$ cat src/rtl/spi_regacc_pkg.sv
package spi_regacc_pkg;
  localparam int BYTE_W = 8;
  localparam int ADDR_W = 2 * BYTE_W;

  localparam logic [BYTE_W-1:0] CMD_WRITE     = 8'h02;
  localparam logic [BYTE_W-1:0] CMD_READ      = 8'h03;
  localparam logic [BYTE_W-1:0] CMD_READ_ALT  = 8'h0B;

  typedef enum logic [3:0] {
    PH_IDLE, PH_CMD, PH_ADDR_HI, PH_ADDR_LO, PH_DUMMY,
    PH_WDATA, PH_RDATA, PH_CHECK, PH_SKIP
  } phase_t;

  typedef enum logic [1:0] {CMD_NONE, CMD_WR, CMD_RD} cmd_kind_t;

  typedef struct packed {
    logic cpol;
    logic cpha;
  } spi_mode_t;

  function automatic spi_mode_t decode_mode(input logic [1:0] strap);
    spi_mode_t m;
    m.cpol = strap[1];
    m.cpha = strap[0];
    return m;
  endfunction

  function automatic cmd_kind_t classify_cmd(input logic [BYTE_W-1:0] b);
    if (b == CMD_WRITE) return CMD_WR;
    if (b == CMD_READ || b == CMD_READ_ALT) return CMD_RD;
    return CMD_NONE;
  endfunction

  // Column-wise parity fold: each bit of the accumulator tracks one bit position.
  function automatic logic [BYTE_W-1:0] bip_fold(input logic [BYTE_W-1:0] acc,
                                                 input logic [BYTE_W-1:0] b);
    return acc ^ b;
  endfunction
endpackage

$ cat src/rtl/spi_regacc_edge.sv
module spi_regacc_edge
  import spi_regacc_pkg::*;
#(
  parameter int SYNC_STAGES = 2
) (
  input  logic       clk,
  input  logic       rst_n,
  input  logic [1:0] strap,
  input  logic       sclk,
  input  logic       cs_n,
  input  logic       mosi,
  output logic       cs_act,
  output logic       cs_start,
  output logic       sample_evt,
  output logic       shift_evt,
  output logic       mosi_s
);
  localparam int TOP = SYNC_STAGES - 1;

  logic [TOP:0] cs_q, sck_q, mosi_q;
  logic         sck_prev, cs_act_d;
  spi_mode_t    mode_q;

  always_ff @(posedge clk or negedge rst_n) begin
    if (!rst_n) begin
      cs_q     <= '1;
      sck_q    <= '0;
      mosi_q   <= '0;
      sck_prev <= 1'b0;
      cs_act_d <= 1'b0;
      mode_q   <= '0;
    end else begin
      cs_q     <= {cs_q[TOP-1:0], cs_n};
      sck_q    <= {sck_q[TOP-1:0], sclk};
      mosi_q   <= {mosi_q[TOP-1:0], mosi};
      sck_prev <= sck_q[TOP];
      cs_act_d <= cs_act;
      if (cs_start) mode_q <= decode_mode(strap);
    end
  end

  logic rise, fall, lead, trail;

  assign cs_act   = ~cs_q[TOP];
  assign cs_start = cs_act & ~cs_act_d;
  assign mosi_s   = mosi_q[TOP];
  assign rise     = sck_q[TOP] & ~sck_prev;
  assign fall     = ~sck_q[TOP] & sck_prev;
  assign lead     = mode_q.cpol ? fall : rise;
  assign trail    = mode_q.cpol ? rise : fall;

  assign sample_evt = cs_act & ~cs_start & (mode_q.cpha ? trail : lead);
  assign shift_evt  = cs_act & ~cs_start & (mode_q.cpha ? lead : trail);
endmodule

$ cat src/rtl/spi_regacc_shift.sv
module spi_regacc_shift
  import spi_regacc_pkg::*;
(
  input  logic              clk,
  input  logic              rst_n,
  input  logic              cs_act,
  input  logic              cs_start,
  input  logic              sample_evt,
  input  logic              shift_evt,
  input  logic              mosi_s,
  input  logic [BYTE_W-1:0] tx_byte,
  output logic              byte_done,
  output logic [BYTE_W-1:0] rx_byte,
  output logic              tx_load,
  output logic              miso
);
  localparam int CNT_W = $clog2(BYTE_W);
  localparam logic [CNT_W-1:0] LAST_BIT = CNT_W'(BYTE_W - 1);

  logic [CNT_W-1:0]  bit_cnt;
  logic [BYTE_W-1:0] rx_sr, tx_sr;

  always_ff @(posedge clk or negedge rst_n) begin
    if (!rst_n) begin
      bit_cnt   <= '0;
      rx_sr     <= '0;
      tx_sr     <= '0;
      rx_byte   <= '0;
      byte_done <= 1'b0;
      tx_load   <= 1'b0;
    end else begin
      byte_done <= 1'b0;
      tx_load   <= 1'b0;
      if (cs_start) begin
        bit_cnt <= '0;
        rx_sr   <= '0;
        tx_sr   <= '0;
      end else if (cs_act) begin
        if (sample_evt) begin
          rx_sr <= {rx_sr[BYTE_W-2:0], mosi_s};
          if (bit_cnt == LAST_BIT) begin
            bit_cnt   <= '0;
            rx_byte   <= {rx_sr[BYTE_W-2:0], mosi_s};
            byte_done <= 1'b1;
          end else begin
            bit_cnt <= bit_cnt + 1'b1;
          end
        end
        if (shift_evt) begin
          // A shift edge seen at a byte boundary starts the next outgoing byte.
          if (bit_cnt == '0) begin
            tx_sr   <= tx_byte;
            tx_load <= 1'b1;
          end else begin
            tx_sr <= {tx_sr[BYTE_W-2:0], 1'b0};
          end
        end
      end
    end
  end

  assign miso = cs_act & tx_sr[BYTE_W-1];
endmodule

$ cat src/rtl/spi_regacc_ctrl.sv
module spi_regacc_ctrl
  import spi_regacc_pkg::*;
(
  input  logic              clk,
  input  logic              rst_n,
  input  logic              cs_act,
  input  logic              cs_start,
  input  logic              bip_mode,
  input  logic              byte_done,
  input  logic [BYTE_W-1:0] rx_byte,
  input  logic              tx_load,
  input  logic [BYTE_W-1:0] mem_rdata,
  output logic              mem_wr_en,
  output logic              mem_rd_en,
  output logic [ADDR_W-1:0] mem_addr,
  output logic [BYTE_W-1:0] mem_wdata,
  output logic              parity_err,
  output logic [BYTE_W-1:0] tx_byte,
  output logic              bip_active
);
  phase_t            phase;
  logic              is_rd, bip_q, wcnt, wr_en, rd_req, rd_vld, wr2_pend, perr;
  logic [1:0]        rcnt;
  logic [ADDR_W-1:0] addr, wr_addr;
  logic [BYTE_W-1:0] bip, wd0, wd1, tx_next, wr_data;
  cmd_kind_t         kind;

  assign kind = classify_cmd(rx_byte);

  always_ff @(posedge clk or negedge rst_n) begin
    if (!rst_n) begin
      phase    <= PH_IDLE;
      is_rd    <= 1'b0;
      bip_q    <= 1'b0;
      wcnt     <= 1'b0;
      rcnt     <= '0;
      addr     <= '0;
      wr_addr  <= '0;
      bip      <= '0;
      wd0      <= '0;
      wd1      <= '0;
      tx_next  <= '0;
      wr_data  <= '0;
      wr_en    <= 1'b0;
      rd_req   <= 1'b0;
      rd_vld   <= 1'b0;
      wr2_pend <= 1'b0;
      perr     <= 1'b0;
    end else begin
      wr_en  <= 1'b0;
      rd_req <= 1'b0;
      perr   <= 1'b0;
      rd_vld <= rd_req;
      if (rd_vld) tx_next <= mem_rdata;
      if (wr2_pend) begin
        wr_en    <= 1'b1;
        wr_addr  <= addr + 1'b1;
        wr_data  <= wd1;
        wr2_pend <= 1'b0;
      end
      if (cs_start) begin
        phase   <= PH_CMD;
        bip_q   <= bip_mode;
        bip     <= '0;
        tx_next <= '0;
        wcnt    <= 1'b0;
        rcnt    <= '0;
      end else if (!cs_act) begin
        phase <= PH_IDLE;
      end else begin
        if (byte_done) begin
          unique case (phase)
            PH_CMD: begin
              is_rd <= (kind == CMD_RD);
              phase <= (kind == CMD_NONE) ? PH_SKIP : PH_ADDR_HI;
            end
            PH_ADDR_HI: begin
              addr[ADDR_W-1:BYTE_W] <= rx_byte;
              bip   <= bip_fold(bip, rx_byte);
              phase <= PH_ADDR_LO;
            end
            PH_ADDR_LO: begin
              addr[BYTE_W-1:0] <= rx_byte;
              bip <= bip_fold(bip, rx_byte);
              if (is_rd) begin
                rd_req <= 1'b1;
                phase  <= PH_DUMMY;
              end else begin
                phase <= PH_WDATA;
              end
            end
            PH_DUMMY: begin
              bip   <= bip_fold(bip, rx_byte);
              phase <= PH_RDATA;
            end
            PH_WDATA: begin
              if (!bip_q) begin
                wr_en   <= 1'b1;
                wr_addr <= addr;
                wr_data <= rx_byte;
                addr    <= addr + 1'b1;
              end else begin
                bip <= bip_fold(bip, rx_byte);
                if (!wcnt) begin
                  wd0  <= rx_byte;
                  wcnt <= 1'b1;
                end else begin
                  wd1   <= rx_byte;
                  phase <= PH_CHECK;
                end
              end
            end
            PH_CHECK: begin
              if (rx_byte == bip) begin
                wr_en    <= 1'b1;
                wr_addr  <= addr;
                wr_data  <= wd0;
                wr2_pend <= 1'b1;
              end else begin
                perr <= 1'b1;
              end
              phase <= PH_SKIP;
            end
            default: ;
          endcase
        end
        if (tx_load && phase == PH_RDATA) begin
          if (!bip_q) begin
            addr   <= addr + 1'b1;
            rd_req <= 1'b1;
          end else begin
            unique case (rcnt)
              2'd0: begin
                bip    <= bip_fold(bip, tx_next);
                addr   <= addr + 1'b1;
                rd_req <= 1'b1;
                rcnt   <= 2'd1;
              end
              2'd1: begin
                bip     <= bip_fold(bip, tx_next);
                tx_next <= bip_fold(bip, tx_next);
                rcnt    <= 2'd2;
              end
              2'd2: begin
                tx_next <= '0;
                rcnt    <= 2'd3;
              end
              default: ;
            endcase
          end
        end
      end
    end
  end

  assign tx_byte    = (phase == PH_RDATA) ? tx_next : '0;
  assign mem_wr_en  = wr_en;
  assign mem_rd_en  = rd_req;
  assign mem_addr   = wr_en ? wr_addr : addr;
  assign mem_wdata  = wr_data;
  assign parity_err = perr;
  assign bip_active = bip_q;
endmodule

$ cat src/rtl/spi_regacc.sv
module spi_regacc
  import spi_regacc_pkg::*;
#(
  parameter int SYNC_STAGES = 2
) (
  input  logic              clk,
  input  logic              rst_n,
  input  logic [1:0]        cfg_mode,
  input  logic              cfg_bip,
  input  logic              spi_sclk,
  input  logic              spi_cs_n,
  input  logic              spi_mosi,
  output logic              spi_miso,
  output logic              mem_wr_en,
  output logic              mem_rd_en,
  output logic [ADDR_W-1:0] mem_addr,
  output logic [BYTE_W-1:0] mem_wdata,
  input  logic [BYTE_W-1:0] mem_rdata,
  output logic              parity_err
);
  logic              cs_act, cs_start, sample_evt, shift_evt, mosi_s;
  logic              byte_done, tx_load, bip_active;
  logic [BYTE_W-1:0] rx_byte, tx_byte;

  spi_regacc_edge #(.SYNC_STAGES(SYNC_STAGES)) u_edge (
    .clk        (clk),
    .rst_n      (rst_n),
    .strap      (cfg_mode),
    .sclk       (spi_sclk),
    .cs_n       (spi_cs_n),
    .mosi       (spi_mosi),
    .cs_act     (cs_act),
    .cs_start   (cs_start),
    .sample_evt (sample_evt),
    .shift_evt  (shift_evt),
    .mosi_s     (mosi_s)
  );

  spi_regacc_shift u_shift (
    .clk        (clk),
    .rst_n      (rst_n),
    .cs_act     (cs_act),
    .cs_start   (cs_start),
    .sample_evt (sample_evt),
    .shift_evt  (shift_evt),
    .mosi_s     (mosi_s),
    .tx_byte    (tx_byte),
    .byte_done  (byte_done),
    .rx_byte    (rx_byte),
    .tx_load    (tx_load),
    .miso       (spi_miso)
  );

  spi_regacc_ctrl u_ctrl (
    .clk        (clk),
    .rst_n      (rst_n),
    .cs_act     (cs_act),
    .cs_start   (cs_start),
    .bip_mode   (cfg_bip),
    .byte_done  (byte_done),
    .rx_byte    (rx_byte),
    .tx_load    (tx_load),
    .mem_rdata  (mem_rdata),
    .mem_wr_en  (mem_wr_en),
    .mem_rd_en  (mem_rd_en),
    .mem_addr   (mem_addr),
    .mem_wdata  (mem_wdata),
    .parity_err (parity_err),
    .tx_byte    (tx_byte),
    .bip_active (bip_active)
  );
endmodule

$ cat config.mk
export PLATFORM = sky130hd
export DESIGN_NAME = spi_regacc
export DESIGN_NICKNAME = d
export VERILOG_FILES = /design/src/rtl/spi_regacc_pkg.sv /design/src/rtl/spi_regacc_edge.sv /design/src/rtl/spi_regacc_shift.sv /design/src/rtl/spi_regacc_ctrl.sv /design/src/rtl/spi_regacc.sv
export SDC_FILE = /design/constraint.sdc
export NUM_CORES = 1
export LEC_CHECK = 0
export CAP_MARGIN = 20
export CORE_MARGIN = 2
export CORE_UTILIZATION = 50
export CTS_BUF_LIST = sky130_fd_sc_hd__clkbuf_8 sky130_fd_sc_hd__clkbuf_16
export DETAILED_ROUTE_END_ITERATION = 12
export PLACE_DENSITY_LB_ADDON = 0.12
export SLEW_MARGIN = 20
export SYNTH_ARGS = -nofsm -noshare
export SYNTH_HDL_FRONTEND = slang
export SYNTH_HIERARCHICAL = 1
export SYNTH_SLANG_ARGS = --single-unit
$ cat constraint.sdc
create_clock -name clk -period 4 [get_ports clk]
set_clock_uncertainty 0.1 [all_clocks]
set_input_delay 0.8 -clock clk [delete_from_list [all_inputs] [get_ports clk]]
set_output_delay 0.8 -clock clk [all_outputs]
set_load 0.05 [all_outputs]
==> impl_metrics.xml <==
<?xml version="1.0" encoding="UTF-8"?>
<metrics>
  <group name="finish">
    <metric name="layout-drive-gt1-share" unit="%">14.9</metric>
    <metric name="area_growth_from_synthesis_to_final_layout" unit="%">14.2</metric>
    <metric name="n_antenna_cell" unit="">0</metric>
    <metric name="post-route-cell-area" unit="um^2">7820</metric>
    <metric name="nNetsFinal" unit="">695</metric>
  </group>
  <group name="clocking">
    <metric name="cts_resized" unit="">0</metric>
    <metric name="clk_root_buffer_cell" unit="">clkbuf_16</metric>
    <metric name="clk_latency" unit="ps">420</metric>
    <metric name="cts_inserted_buffers" unit="">17</metric>
    <metric name="number_of_h_tree_levels" unit="">4</metric>
    <metric name="tritoncts_sinks" unit="">124</metric>
    <metric name="post-cts-setup-buffer-count" unit="">0</metric>
    <metric name="clk_transition_reported_paths" unit="ps">50</metric>
    <metric name="clk_path_buf_depth" unit="">2</metric>
    <metric name="tritoncts_clock_tree" unit="">done</metric>
    <metric name="cts_hold_buffers" unit="">0</metric>
  </group>
  <group name="synth">
    <metric name="dominant_combinational_cell_family_by_area_after_synthesis" unit="">compound AO/OA/AOI/OAI gates</metric>
    <metric name="synth.ff_latch_count" unit="">124</metric>
    <metric name="synthesis.yosys.warnings" unit="">6</metric>
    <metric name="synth.cell_area" unit="um^2">6850</metric>
    <metric name="synthSimpleGateAreaFrac" unit="%">16.0</metric>
    <metric name="yosys_most_used_dff" unit="">dfrtp_1</metric>
    <metric name="postSynth.asyncResetShare" unit="%">100</metric>
    <metric name="synth-xor-area-share" unit="%">3.97</metric>
    <metric name="syn_inst" unit="">653</metric>
    <metric name="muxShareOfSynthArea" unit="%">12.1</metric>
    <metric name="portion_of_the_post_synthesis_area_used_by_sequential_elements" unit="%">45.4</metric>
    <metric name="synth-edff-count" unit="">0</metric>
    <metric name="syn_avg_cell_area" unit="um^2">10.5</metric>
    <metric name="syn_nets" unit="">676</metric>
    <metric name="synthAdderAreaFrac" unit="%">1.28</metric>
    <metric name="netlist-cell-type-count" unit="">76</metric>
    <metric name="synth_compound_area_share" unit="%">16.1</metric>
  </group>
  <group name="global_route">
    <metric name="antenna_violations_before_repair" unit="">0</metric>
    <metric name="wire_length_of_the_first_global_routing_pass" unit="mm">27.1</metric>
    <metric name="grt_util_met2" unit="%">38.7</metric>
    <metric name="first_global_vias" unit="">5111</metric>
    <metric name="grt_start_max_net_pins" unit="">67</metric>
    <metric name="grt_use_total" unit="%">23.9</metric>
    <metric name="grtUsageMet3" unit="%">4.84</metric>
    <metric name="globalRouteMet1Util" unit="%">31.6</metric>
    <metric name="busiest_grt_layer" unit="">met2</metric>
    <metric name="gr-total-overflow" unit="">0</metric>
  </group>
  <group name="sta">
    <metric name="final.setup.tns" unit="ps">0</metric>
    <metric name="whs" unit="ps">248</metric>
    <metric name="report.final.setup_viol" unit="">0</metric>
    <metric name="period_minus_slack" unit="ps">3300</metric>
    <metric name="final_min_period_over_clock_period" unit="%">82.6</metric>
    <metric name="tightestPinTransition" unit="ps">901</metric>
    <metric name="report.final.slew_viol_count" unit="">0</metric>
    <metric name="max_freq" unit="MHz">303</metric>
    <metric name="relSlewSlack" unit="%">39.9</metric>
    <metric name="rsz_0062_raised_after_global_routing" unit="">no</metric>
    <metric name="final_hold_viol_count" unit="">0</metric>
  </group>
  <group name="die">
    <metric name="boundaryPins" unit="">44</metric>
    <metric name="dieArea" unit="um^2">14600</metric>
    <metric name="coreArea" unit="um^2">13300</metric>
    <metric name="std_cell_rows" unit="">42</metric>
    <metric name="die_height" unit="um">121</metric>
    <metric name="die_w" unit="um">121</metric>
    <metric name="floorplan.initialDensity" unit="%">51.5</metric>
  </group>
  <group name="run">
    <metric name="maxCapViolations" unit="">0</metric>
  </group>
  <group name="power">
    <metric name="internal_power" unit="uW">2180</metric>
    <metric name="power_frac_comb" unit="%">5.2</metric>
    <metric name="seq_power_share" unit="%">45.5</metric>
    <metric name="net_switching" unit="uW">669</metric>
    <metric name="ir_drop_worst_vdd" unit="V">0.000274</metric>
    <metric name="power_per_cell_area" unit="nW/um^2">365</metric>
    <metric name="p_leak" unit="uW">0.00346</metric>
    <metric name="switching_share_of_total_power" unit="%">23.4</metric>
    <metric name="clkPwrFrac" unit="%">49.3</metric>
  </group>
  <group name="placement">
    <metric name="dp_hpwl" unit="mm">11.2</metric>
    <metric name="postPlaceCellArea" unit="um^2">7270</metric>
    <metric name="port_buffers" unit="">43</metric>
    <metric name="place.gp.congestion" unit="">0.873</metric>
  </group>
  <group name="setup_path">
    <metric name="critPathSlowestCell" unit="">dfrtp_1</metric>
    <metric name="critical_path.max_fanout" unit="">24</metric>
    <metric name="worst_setup_path_end_kind" unit="">output pin</metric>
    <metric name="critPathLaunchType" unit="">flip-flop</metric>
    <metric name="timing.critical_path.required" unit="ps">3100</metric>
    <metric name="crit_buf_inv" unit="">1</metric>
    <metric name="critical_path.max_stage_delay" unit="ps">850</metric>
    <metric name="worstPathCellList" unit="">mux2_2, clkdlybuf4s50_1</metric>
    <metric name="reg2reg_setup_slack" unit="ps">1230</metric>
    <metric name="cp_data_arrival_time" unit="ps">2400</metric>
    <metric name="critical_path_class" unit="">reg2out</metric>
    <metric name="worst_path_dominant_cell_family" unit="">flip-flops</metric>
  </group>
  <group name="outcome">
    <metric name="run_status" unit="">finished, final reports clean</metric>
  </group>
  <group name="routing">
    <metric name="firstDrtPassIters" unit="">5</metric>
    <metric name="detail_route.vias_per_cell" unit="">6.01</metric>
    <metric name="drt.antenna.violating_nets" unit="">0</metric>
    <metric name="routed-via-count" unit="">5173</metric>
    <metric name="drt_drc_violations_left" unit="">0</metric>
    <metric name="routed_wirelength" unit="mm">16.7</metric>
    <metric name="detailedRoute.firstIterationViolations" unit="">441</metric>
    <metric name="avgRoutedWirePerCell" unit="um">19.4</metric>
  </group>
  <group name="hold_path">
    <metric name="timing.hold.worst.class" unit="">reg2reg</metric>
  </group>
</metrics>
[synth_stat cells, drive strengths merged, types with 8 or more instances]
cell    instances  area share (%)
nand2          48             2.7
nand3          13             1.0
a32oi          13             1.7
o21ai          35             2.6
clkbuf         18             1.0
a21oi          32             2.5
a21o            9            0.99
mux2           42             7.7
and2           13             1.2
buf            31             3.0
nor3            9            0.90
mux2i          30             4.4
nor4            8            0.91
a22oi          29             3.3
nand4          10             1.2
o22ai          13             1.2
nor2           43             2.5
xnor2          14             1.8
dfrtp         122              45
inv            20             1.1
xor2           17             2.2
[kinds of logic (layout without fill, tap and decap cells)]
family	Yosys count	count (layout)
AOI/OAI and AO/OA	161	161
xor gates and xnor gates	31	31
adders and majority gates	7	7
buffers and inverters	69	101
DFF	124	124
muxes	72	72
and+or+nand+nor	189	189
[per-stage QoR]
step,util (%),worst slack (ps),cells,power (uW)
after CTS,58.8,665,861,2880
after floorplan,-,1080,653,1400
after detailed placement,54.7,1120,829,1470
after global routing,58.8,533,861,2950
final,58.8,698,861,2850
after global placement,54.7,1150,829,1470
[flip-flops by register name, summed over array words and instances, names as in the netlist, 2 cells and up]
register,count
u_ctrl/rcnt,2
u_ctrl/addr,16
u_shift/rx_sr,7
u_edge/sck_q,2
u_edge/cs_q,2
u_edge/mosi_q,2
u_ctrl/wd0,8
u_shift/bit_cnt,3
u_ctrl/bip,8
u_ctrl/wd1,8
u_shift/tx_sr,8
u_edge/mode_q,2
u_shift/rx_byte,8
u_ctrl/mem_wdata,8
u_ctrl/wr_addr,16
u_ctrl/tx_next,8
u_ctrl/phase,4
[layout make-up]
class / count / area [um^2]
Inverter: 20 / 75.1
Tap cell: 176 / 220
Timing Repair Buffer: 49 / 485
Clock buffer: 18 / 439
Sequential cell: 124 / 3110
Clock inverter: 14 / 108
Fill cell: 1120 / 5480
Multi-Input combinational cell: 460 / 3390
[final timing paths]
| path | endpoint | cells past startpoint | startpoint |
|---|---|---|---|
| max in group asynchronous | u_edge/cs_q[0] | 2 | rst_n |
| min in group asynchronous | u_ctrl/mem_wr_en | 1 | rst_n |
| min | u_edge/sck_q[1] | 0 | u_edge/sck_q[0] |
| min reg2reg | u_edge/sck_q[1] | 0 | u_edge/sck_q[0] |
| max | mem_addr[2] | 2 | u_ctrl/mem_wr_en |
| max reg2reg | u_ctrl/mem_wdata[5] | 6 | u_edge/cs_q[1] |
[power groups by stage]
stage                     Combinational (uW)  Clock [uW]  Sequential, uW
final                                    149        1410            1300
after global routing                     163        1490            1300
after CTS                                152        1430            1300
after detailed placement                 151           0            1320
after global placement                   148           0            1320
after floorplan                         99.2           0            1300
[cells in the final DEF, fill, tap and decap left out, types with 8 or more instances in the layout]
cell type,synthesis,final
dfrtp_1,122,122
nand2_1,46,46
clkdlybuf4s50_1,0,42
nor2_1,40,40
o21ai_0,34,34
a21oi_1,31,31
mux2i_1,30,30
a22oi_1,28,28
mux2_2,26,26
inv_1,20,23
clkbuf_16,0,17
xor2_1,17,17
xnor2_1,14,14
mux2_4,14,14
and2_1,13,13
a32oi_1,13,13
o22ai_1,13,13
nand3_1,12,12
a21o_1,9,9
nand4_1,8,8
[layer usage]
layer  share of wire (%)  wire length, um
met1                  44             7330
met2                  49             8180
met3                 4.5              750
met4                 2.4              403
met5                   0                0
No activity file was read; power rests on OpenSTA's default activity.
